==> config.mk <==
export PLATFORM = sky130hd
export DESIGN_NAME = gpio_port_ovr
export DESIGN_NICKNAME = d
export VERILOG_FILES = /design/src/rtl/gpio_port_pkg.sv /design/src/rtl/gpio_sync.sv /design/src/rtl/gpio_regs.sv /design/src/rtl/gpio_pin_mux.sv /design/src/rtl/gpio_port_ovr.sv
export SDC_FILE = /design/constraint.sdc
export NUM_CORES = 1
export LEC_CHECK = 0
export BUFFER_PORTS_ARGS = -buffer_cell sky130_fd_sc_hd__buf_2
export CAP_MARGIN = 15
export CORE_MARGIN = 2
export CORE_UTILIZATION = 50
export CTS_CLUSTER_SIZE = 28
export DETAILED_ROUTE_END_ITERATION = 7
export PLACE_DENSITY = 0.9
export SYNTH_ARGS = -nofsm -noshare
export SYNTH_HDL_FRONTEND = slang
export SYNTH_SLANG_ARGS = --single-unit
==> constraint.sdc <==
create_clock -name clk_i -period 2.16 [get_ports clk_i]
set_input_delay 0.432 -clock clk_i [delete_from_list [all_inputs] [get_ports clk_i]]
set_output_delay 0.432 -clock clk_i [all_outputs]
set_load 0.01 [all_outputs]
==> src/rtl/gpio_port_pkg.sv <==
package gpio_port_pkg;
  typedef enum logic [1:0] {
    SEL_PIN = 2'd0,
    SEL_LAT = 2'd1,
    SEL_DIR = 2'd2,
    SEL_CTL = 2'd3
  } reg_sel_e;

  typedef enum logic [1:0] {
    OWN_PORT  = 2'd0,
    OWN_SLAVE = 2'd1,
    OWN_EBUS  = 2'd2
  } owner_e;

  localparam int unsigned CTL_BUSOFF_BIT = 0;
  localparam int unsigned CTL_SLAVE_BIT  = 1;
endpackage

==> src/rtl/gpio_sync.sv <==
module gpio_sync #(
  parameter int unsigned W      = 8,
  parameter int unsigned STAGES = 2
) (
  input  logic         clk_i,
  input  logic         rst_ni,
  input  logic [W-1:0] d_i,
  output logic [W-1:0] q_o
);
  logic [STAGES-1:0][W-1:0] stg_q, stg_d;

  generate
    for (genvar s = 0; s < STAGES; s++) begin : g_stage
      if (s == 0) begin : g_first
        assign stg_d[s] = d_i;
      end else begin : g_next
        assign stg_d[s] = stg_q[s-1];
      end
    end
  endgenerate

  always_ff @(posedge clk_i or negedge rst_ni) begin
    if (!rst_ni) stg_q <= '0;
    else         stg_q <= stg_d;
  end

  assign q_o = stg_q[STAGES-1];
endmodule

==> src/rtl/gpio_regs.sv <==
module gpio_regs
  import gpio_port_pkg::*;
#(
  parameter int unsigned W = 8
) (
  input  logic         clk_i,
  input  logic         rst_ni,
  input  logic         we_i,
  input  logic [1:0]   addr_i,
  input  logic [W-1:0] wdata_i,
  output logic [W-1:0] dir_q_o,
  output logic [W-1:0] lat_q_o,
  output logic         busoff_q_o,
  output logic         slave_q_o
);
  reg_sel_e     sel;
  logic         dir_en, lat_en, ctl_en;
  logic [W-1:0] dir_q, dir_d, lat_q, lat_d;
  logic         busoff_q, busoff_d, slave_q, slave_d;

  assign sel = reg_sel_e'(addr_i);

  always_comb begin
    dir_en   = we_i && (sel == SEL_DIR);
    lat_en   = we_i && ((sel == SEL_LAT) || (sel == SEL_PIN));
    ctl_en   = we_i && (sel == SEL_CTL);
    dir_d    = wdata_i;
    lat_d    = wdata_i;
    busoff_d = wdata_i[CTL_BUSOFF_BIT];
    slave_d  = wdata_i[CTL_SLAVE_BIT];
  end

  always_ff @(posedge clk_i or negedge rst_ni) begin
    if (!rst_ni) begin
      dir_q    <= '1;
      lat_q    <= '0;
      busoff_q <= 1'b1;
      slave_q  <= 1'b0;
    end else begin
      if (dir_en) dir_q <= dir_d;
      if (lat_en) lat_q <= lat_d;
      if (ctl_en) begin
        busoff_q <= busoff_d;
        slave_q  <= slave_d;
      end
    end
  end

  assign dir_q_o    = dir_q;
  assign lat_q_o    = lat_q;
  assign busoff_q_o = busoff_q;
  assign slave_q_o  = slave_q;
endmodule

==> src/rtl/gpio_pin_mux.sv <==
module gpio_pin_mux
  import gpio_port_pkg::*;
#(
  parameter int unsigned W = 8
) (
  input  logic         busoff_i,
  input  logic         slave_i,
  input  logic [W-1:0] dir_i,
  input  logic [W-1:0] lat_i,
  input  logic [W-1:0] ebus_dout_i,
  input  logic         ebus_oe_i,
  input  logic [W-1:0] slv_dout_i,
  input  logic         slv_oe_i,
  output logic [W-1:0] pad_out_o,
  output logic [W-1:0] pad_oe_o,
  output owner_e       owner_o
);
  owner_e owner;

  always_comb begin
    if (!busoff_i)    owner = OWN_EBUS;
    else if (slave_i) owner = OWN_SLAVE;
    else              owner = OWN_PORT;
  end

  always_comb begin
    unique case (owner)
      OWN_EBUS: begin
        pad_out_o = ebus_dout_i;
        pad_oe_o  = {W{ebus_oe_i}};
      end
      OWN_SLAVE: begin
        pad_out_o = slv_dout_i;
        pad_oe_o  = {W{slv_oe_i}};
      end
      default: begin
        pad_out_o = lat_i;
        pad_oe_o  = ~dir_i;
      end
    endcase
  end

  assign owner_o = owner;
endmodule

==> src/rtl/gpio_port_ovr.sv <==
module gpio_port_ovr
  import gpio_port_pkg::*;
#(
  parameter int unsigned W           = 8,
  parameter int unsigned SYNC_STAGES = 2
) (
  input  logic         clk_i,
  input  logic         rst_ni,
  input  logic [1:0]   reg_addr_i,
  input  logic         reg_we_i,
  input  logic [W-1:0] reg_wdata_i,
  output logic [W-1:0] reg_rdata_o,
  input  logic [W-1:0] pad_in_i,
  output logic [W-1:0] pad_out_o,
  output logic [W-1:0] pad_oe_o,
  input  logic [W-1:0] ebus_dout_i,
  input  logic         ebus_oe_i,
  input  logic [W-1:0] slv_dout_i,
  input  logic         slv_oe_i,
  output logic         ebus_sel_o,
  output logic         slv_sel_o
);
  localparam int unsigned CTL_PAD = W - 2;

  logic [W-1:0] dir_q, lat_q, pin_sync;
  logic         busoff_q, slave_q;
  owner_e       owner;

  gpio_sync #(.W(W), .STAGES(SYNC_STAGES)) u_sync (
    .clk_i (clk_i),
    .rst_ni(rst_ni),
    .d_i   (pad_in_i),
    .q_o   (pin_sync)
  );

  gpio_regs #(.W(W)) u_regs (
    .clk_i     (clk_i),
    .rst_ni    (rst_ni),
    .we_i      (reg_we_i),
    .addr_i    (reg_addr_i),
    .wdata_i   (reg_wdata_i),
    .dir_q_o   (dir_q),
    .lat_q_o   (lat_q),
    .busoff_q_o(busoff_q),
    .slave_q_o (slave_q)
  );

  gpio_pin_mux #(.W(W)) u_mux (
    .busoff_i   (busoff_q),
    .slave_i    (slave_q),
    .dir_i      (dir_q),
    .lat_i      (lat_q),
    .ebus_dout_i(ebus_dout_i),
    .ebus_oe_i  (ebus_oe_i),
    .slv_dout_i (slv_dout_i),
    .slv_oe_i   (slv_oe_i),
    .pad_out_o  (pad_out_o),
    .pad_oe_o   (pad_oe_o),
    .owner_o    (owner)
  );

  always_comb begin
    unique case (reg_sel_e'(reg_addr_i))
      SEL_PIN: reg_rdata_o = pin_sync;
      SEL_LAT: reg_rdata_o = lat_q;
      SEL_DIR: reg_rdata_o = dir_q;
      default: reg_rdata_o = {{CTL_PAD{1'b0}}, slave_q, busoff_q};
    endcase
  end

  assign ebus_sel_o = (owner == OWN_EBUS);
  assign slv_sel_o  = (owner == OWN_SLAVE);
endmodule

=== Word level (Yosys, flattened, before mapping) ===
Index checks and enable logic that the tools add are counted.

* Bits in registers: 34
* Bits in latches: 0
* RAM bits: 0
* Bits in read-only memories: 0
* Output and inout port bits: 26
* Logic and storage cells: 22
* Memories kept: 0

* $add $sub $neg: 0
* Multipliers: 0
* Div/mod/pow operators: 0
* Order comparisons: 0
* Equal/unequal tests: 5
* Shifts and indexed selects: 0
* Mux-type cells: 5
* Bitwise gates (word level): 1
* Reduce and logical (&&, ||, !) cells: 5

{| class="wikitable"
|+ Operators by type and width
! cell !! number
|-
| case mux 8 bit (2 select lines) || 2
|-
| case mux 8 bit (3 select lines) || 1
|-
| inverter 8 bit || 1
|-
| equality test 2 bit, second input constant || 3
|-
| equality test 2 x 1 -> 1 bit, second input constant || 2
|-
| logical AND 1 bit || 3
|-
| zero test 2 bit || 1
|-
| 2-to-1 mux 2 bit || 1
|-
| logical OR 1 bit || 1
|-
| 2-to-1 mux 1 bit || 1
|}

=== Logic depth before layout (Yosys ltp) ===
Gate-level depths: netlist of the first run.

* Word-level depth: 4
* Depth in mapped cells: 3
* Mapped depth without buffers: 2

=== Hierarchy ===
A second synthesis of the first run with hierarchy kept.

* Cells, all modules: 125
* Area, all modules: 1750.4 um2

{| class="wikitable"
|+ By module, submodules not included
! module !! times used !! cells an instance !! area each (um2) !! sequential area each (um2)
|-
| gpio_regs || 1 || 40 || 769.5 || 461.7
|-
| gpio_sync || 1 || 16 || 400.4 || 400.4
|-
| gpio_pin_mux || 1 || 50 || 385.4 || 0.0
|-
| gpio_port_ovr || 1 || 19 || 195.2 || 0.0
|}

=== Worst setup path after synthesis of the first run ===
OpenSTA, ideal clock, no wires.

* Path kind: register to output
* Start: reg u_regs.busoff_q (netlist: u_regs.busoff_q_o)
* End: out pad_oe_o[7]
* Data arrival time: 1.175 ns
* Required time: 1.728 ns
* Slack: 0.553 ns
* Stages on the path, launching flop included: 4
* Cells stage by stage: dfstp_2 buf_2 inv_1 o31ai_1

* Word-level cells in the longest chain between the ends: 3
* Elaborated cells between the ends (all ways): 4

{| class="wikitable"
|+ Ends and longest elaborated chain
! element !! line !! source
|-
| start: declaration || gpio_regs.sv:19 || <nowiki>logic busoff_q, busoff_d, slave_q, slave_d;</nowiki>
|-
| start signal: assignment || gpio_regs.sv:43 || <nowiki>busoff_q <= busoff_d;</nowiki>
|-
| 2-to-1 mux 2 bit || gpio_pin_mux.sv:21 || <nowiki>if (!busoff_i) owner = OWN_EBUS;</nowiki>
|-
| equality test 2 bit || -- ||
|-
| named net ebus_sel_o || gpio_port_ovr.sv:20 || <nowiki>output logic ebus_sel_o,</nowiki>
|-
| case mux 8 bit (2 select lines) || gpio_pin_mux.sv:27 || <nowiki>unique case (owner)</nowiki>
|-
| end: declaration || gpio_port_ovr.sv:15 || <nowiki>output logic [W-1:0] pad_oe_o,</nowiki>
|}

The timed path passes the listed nets, and every way through them passes these cells.

=== Final worst setup path of the first run ===
* Start: reg u_regs.slave_q (netlist: u_regs.slave_q_o)
* End: out pad_oe_o[6]

* Word-level cells in the longest chain between the ends: 4
* Elaborated cells between the ends (all ways): 5

{| class="wikitable"
|+ Ends and longest elaborated chain
! element !! line !! source
|-
| start: declaration || gpio_regs.sv:19 ||
|-
| start signal: assignment || gpio_regs.sv:44 || <nowiki>slave_q <= slave_d;</nowiki>
|-
| 2-to-1 mux 1 bit (*) || gpio_pin_mux.sv:22 || <nowiki>else if (slave_i) owner = OWN_SLAVE;</nowiki>
|-
| 2-to-1 mux 2 bit (*) || gpio_pin_mux.sv:21 ||
|-
| equality test 2 x 1 -> 1 bit or equality test 2 bit (tied branches) || gpio_pin_mux.sv:27 ||
|-
| case mux 8 bit (2 select lines) (*) || gpio_pin_mux.sv:27 ||
|}

Every way passes the cells marked *; elsewhere a longest branch is shown, timed or not.

==> impl_metrics.ini, run 1 <==
[worst_setup_path]
path_max_fanout = 21
startpoint = u_regs.slave_q_o$_DFFE_PN0P_
cp-start-kind = register
r2r_start = u_regs.busoff_q_o$_DFFE_PN1P_
reg2regPathDepth = 2
cp-end-kind = primary output
cp.required_ns = 1.73
worstSetupPathType = register to primary output
cp_data_arrival_time_ns = 1.59

[logic_synthesis]
ys_ff_latch = 34
yosysWarningCount = 0
syn_inst = 123
synth_seq_area_share_pct = 53.58
synth_edf_count = 0
synth_cell_types = 23
async_flop_share_pct = 100.0
synthesis.area_um2 = 1609
syn_avg_cell_area_um2 = 13.08
synthFlopType = dfrtp_1
syn-num-nets = 162

[finish]
layout-drive-gt1-share_pct = 60.00
nets = 228
fillerInstances = 273
layout_commonest_cell = buf_2
antenna_cells = 0
layout_common_cells = 64 x buf_2, 24 x dfrtp_1, 16 x mux2_2
fin_util_pct = 65.70
syn2layout_area_growth_pct = 24.65

[timing]
hold_ws_ns = 0.1286
fin_crit_ns = 2.018
setup_violations = 0
relSlewSlack_pct = 52.87
fin_tns_setup_ns = 0
skew_ns = 0.0004621
setup_ws_ns = 0.1420
fin_crit_sh_pct = 93.43
hold_viol = 0
worst_pin_slew_ns = 0.7070
report.final.slew_viol_count = 0
max_freq_mhz = 495.5
rsz0062_at_grt = false

[power]
p_leak_nw = 0.9617
vdd_drop_max_v = 0.0004383
power_mw = 1.645
cellPowerDensity_nw_per_um2 = 820.3

[clock_tree]
clk_latency_ns = 0.33
clock_sinks = 34
cts_root_buf = clkbuf_4
postCtsSetupBuffers = 0
cts_htree_levels = 2
cts_made_buffers = 5
cts.repair.resized = 1
cts_tree = built
ctsHoldBuffers = 0
cts_buffer_depth = 2
clk_pin_slew_ns = 0.11

[detailed_routing]
drtIter0Drc = 38
dr.pass1.iters = 4
drc = 0
wirelength_um = 3474
ant_nets = 0
via_per_inst = 5.009
routed-via-count = 1172
wl_per_cell_um = 14.85

[worst_hold_path]
hold_class = input port to async pin

[place]
dpl_worst_slack_ns = 0.2265
gp_congestion = 0.7010
dp_hpwl_um = 2606
io_buffers = 64

[global_routing]
grt_util_all_layers_pct = 21.37
gr-total-overflow = 0
first_global_vias = 1151
antenna_found_initial = 0
grt_max_degree = 35
grt_pass1_wl_um = 5444

[outcome]
status = completed

[die]
die_x_um = 60.73
die_h_um = 60.73
initial_core_util_pct = 52.70
die_area_um2 = 3688
rows = 20
num_io_pins = 65
core_um2 = 3053

[flow_run]
cap_violations = 0
[sequential cells by signal, indices dropped and copies added (netlist names)]
name	flops
u_regs.dir_q_o	8
u_sync.stg_d	8
u_regs.slave_q_o	1
u_regs.busoff_q_o	1
u_regs.lat_q_o	8
u_sync.q_o	8
[area by class of cell]
class                           count  area [um2]  share of cell area [%]
Sequential cell                    34       863.3                   43.04
Multi-Input combinational cell     81       688.2                   34.31
Timing Repair Buffer               66       335.3                   16.72
Clock buffer                        7       55.05                   2.745
Tap cell                           44       55.05                   2.745
Clock inverter                      1       5.005                  0.2495
Inverter                            1       3.754                  0.1871
[cell usage after synthesis, types with 2 or more instances]
master,number,area [um2]
or2_2,7,43.79
mux2_4,2,30.03
buf_6,3,33.78
mux2i_1,14,140.1
mux2_2,16,180.2
nor2b_1,3,18.77
o2bb2ai_1,6,52.55
a21oi_1,15,75.07
nor2_1,9,33.78
buf_2,2,10.01
dfrtp_1,25,625.6
mux4_2,2,45.04
dfstp_2,9,236.5
[kinds of logic (layout without fill, tap and decap cells)]
kind of cell	after synthesis	after routing	synth area share, %
AO/OA/AOI/OAI	23	23	9.098
buffers and inverters	8	75	3.654
multiplexers	34	34	24.57
AND/OR/NAND/NOR	24	24	9.099
flip-flops	34	34	53.58
[stage by stage]
stage | instance area [um2] | std cells
after CTS | 2006 | 234
after global routing | 2006 | 234
after detailed placement | 1944 | 226
after global placement | 1944 | 226
after floorplan | 1609 | 123
final | 2006 | 234
[critical path, cell delays in order, from the launching register on]
cell and delay, ns:
dfrtp_2 0.59, or2_2 0.35, a21oi_1 0.17, buf_2 0.15
[final timing paths]
check | endpoint | slack [ns]
min in group clk_i | u_sync.stg_d[12]$_DFF_PN0_ | 0.19
max in group asynchronous | u_regs.slave_q_o$_DFFE_PN0P_ | 1.53
hold / removal | u_sync.q_o[6]$_DFF_PN0_ | 0.13
setup reg to reg | u_regs.busoff_q_o$_DFFE_PN1P_ | 1.09
setup / recovery | pad_oe_o[6] | 0.14
hold reg to reg | u_sync.q_o[7]$_DFF_PN0_ | 0.36
[report_power, final]
group          internal [mW]  switching [mW]
combinational          0.246           0.230
sequential             0.734          0.0752
clock                  0.158           0.203
[routing by layer]
metal,GRT usage (%),wire length [um]
met5,0,0
met3,7.676,272
met4,7.453,53
met2,35.33,1658
met1,26.02,1490
No activity file was read; power rests on OpenSTA's default activity.
==> inputs of run 2 (changes only) <==
--- a/config.mk
+++ b/config.mk
@@ -8,10 +8,11 @@
 export BUFFER_PORTS_ARGS = -buffer_cell sky130_fd_sc_hd__buf_2
 export CAP_MARGIN = 15
 export CORE_MARGIN = 2
-export CORE_UTILIZATION = 50
+export CORE_UTILIZATION = 51
 export CTS_CLUSTER_SIZE = 28
 export DETAILED_ROUTE_END_ITERATION = 7
-export PLACE_DENSITY = 0.9
+export PLACE_DENSITY = 0.92
+export REMOVE_ABC_BUFFERS = 1
 export SYNTH_ARGS = -nofsm -noshare
 export SYNTH_HDL_FRONTEND = slang
 export SYNTH_SLANG_ARGS = --single-unit
==> impl_metrics.ini, run 2 (synthesis results as in run 1) <==
[worst_setup_path]
crit_chain = buf_4 > nor2_1 > a21oi_1 > buf_2
worstSetupPathType = register to primary output
cp_data_arrival_time_ns = 1.63
critPathSlowestCell = dfstp_2
cp-end-kind = primary output
path_max_fanout = 13
cp-start-kind = register
cp.required_ns = 1.73
slowest_delay_ns = 0.62

[detailed_routing]
via_per_inst = 5.169
ant_nets = 0
wl_per_cell_um = 15.68
routed-via-count = 1220
wirelength_um = 3700
drtIter0Drc = 42
drc = 0
dr.pass1.iters = 4

[finish]
antenna_cells = 0
layout_common_cells = 64 x buf_2, 24 x dfrtp_1, 16 x mux2_2
fillerInstances = 222
nets = 230
layout_commonest_cell = buf_2
syn2layout_area_growth_pct = 25.74
layout-drive-gt1-share_pct = 60.94

[timing]
rsz0062_at_grt = false
relSlewSlack_pct = 52.48
setup_violations = 0
report.final.slew_viol_count = 0
worst_pin_slew_ns = 0.7128
max_freq_mhz = 486.1
fin_tns_setup_ns = 0
fin_crit_ns = 2.057
hold_viol = 0
skew_ns = 0.0005567
fin_crit_sh_pct = 95.24
setup_ws_ns = 0.1029

[clock_tree]
cts_root_buf = clkbuf_4
ctsHoldBuffers = 0
clock_sinks = 34
cts_made_buffers = 5
cts_htree_levels = 2
clk_latency_ns = 0.34
clk_pin_slew_ns = 0.10
cts_tree = built
cts_buffer_depth = 2

[die]
num_io_pins = 65
die_area_um2 = 3620
die_h_um = 60.17
initial_core_util_pct = 53.14
die_x_um = 60.17
rows = 20
core_um2 = 3028

[worst_hold_path]
hold_class = input port to async pin

[power]
cellPowerDensity_nw_per_um2 = 818.0
p_leak_nw = 0.9713
vdd_drop_max_v = 0.0003767

[global_routing]
grt_max_degree = 35
gr-total-overflow = 0
first_global_vias = 1255
grt_util_all_layers_pct = 22.18
grt_pass1_wl_um = 5575
antenna_found_initial = 0

[flow_run]
cap_violations = 0

[place]
dp_hpwl_um = 2737
dpl_worst_slack_ns = 0.2116
io_buffers = 64
gp_congestion = 0.8379

[outcome]
status = completed
-- run 2: cell type report --
cell class,count,area (um2),area share [%]
Clock buffer,7,55.05,2.721
Inverter,1,3.754,0.1855
Tap cell,44,55.05,2.721
Sequential cell,34,863.3,42.67
Timing Repair Buffer,68,350.3,17.32
Clock inverter,1,5.005,0.2474
Multi-Input combinational cell,81,690.7,34.14
-- run 2: critical path: cells and delay by family, from the launching register on --
kind	cells	cell delay, ns
AO/OA/AOI/OAI	1	0.18
buffers and inverters	2	0.41
flip-flops	1	0.62
AND/OR/NAND/NOR	1	0.08
-- run 2: final timing paths --
| kind | start | endpoint | slack, ns | cells after the start |
|---|---|---|---|---|
| setup / recovery | u_regs.busoff_q_o$_DFFE_PN1P_ | pad_out_o[6] | 0.10 | 4 |
| hold / removal | rst_ni | u_regs.lat_q_o[2]$_DFFE_PN0P_ | 0.14 | 1 |
| setup reg to reg | u_regs.slave_q_o$_DFFE_PN0P_ | u_regs.slave_q_o$_DFFE_PN0P_ | 1.14 | 1 |
| hold reg to reg | u_sync.stg_d[12]$_DFF_PN0_ | u_sync.q_o[4]$_DFF_PN0_ | 0.35 | 0 |
| max in group asynchronous | rst_ni | u_regs.slave_q_o$_DFFE_PN0P_ | 1.53 | 1 |
| min in group clk_i | pad_in_i[0] | u_sync.stg_d[8]$_DFF_PN0_ | 0.19 | 1 |
-- run 2: routing by layer --
layer / GRT usage, % / vias to the layer above / share of wire [%]
met1: 21.35 / 589 / 38
met3: 7.143 / 9 / 7.0
met4: 11.43 / 0 / 2.3
met2: 41.30 / 52 / 53
met5: 0 / - / 0
li1: - / 570 / -
-- run 2: where the power goes --
part / switching [mW] / internal [mW] / total, mW / leakage, nW
combinational: 0.237 / 0.255 / 0.492 / 0.550
sequential: 0.0773 / 0.734 / 0.811 / 0.386
clock: 0.194 / 0.157 / 0.352 / 0.0353
total: 0.509 / 1.15 / 1.65 / 0.971
-- run 2: metrics by stage --
step                      util [%]  hold WS (ns)  cell area [um2]  instances  total power [mW]
final                        66.82        0.1412             2023        236             1.655
after global routing         66.82        0.1727             2023        236             1.750
after CTS                    66.24        0.1581             2006        234             1.652
after detailed placement     64.21        0.3347             1944        226             1.300
after global placement       64.21        0.3317             1944        226             1.271
after floorplan                  -        0.1364             1554        116             1.078
-- run 2: timing repair --
action,in CTS,in global routing
endpoints found under the setup margin,10,7
buffers inserted,0,2
resized for setup,1,1
endpoints found under the hold margin,0,0
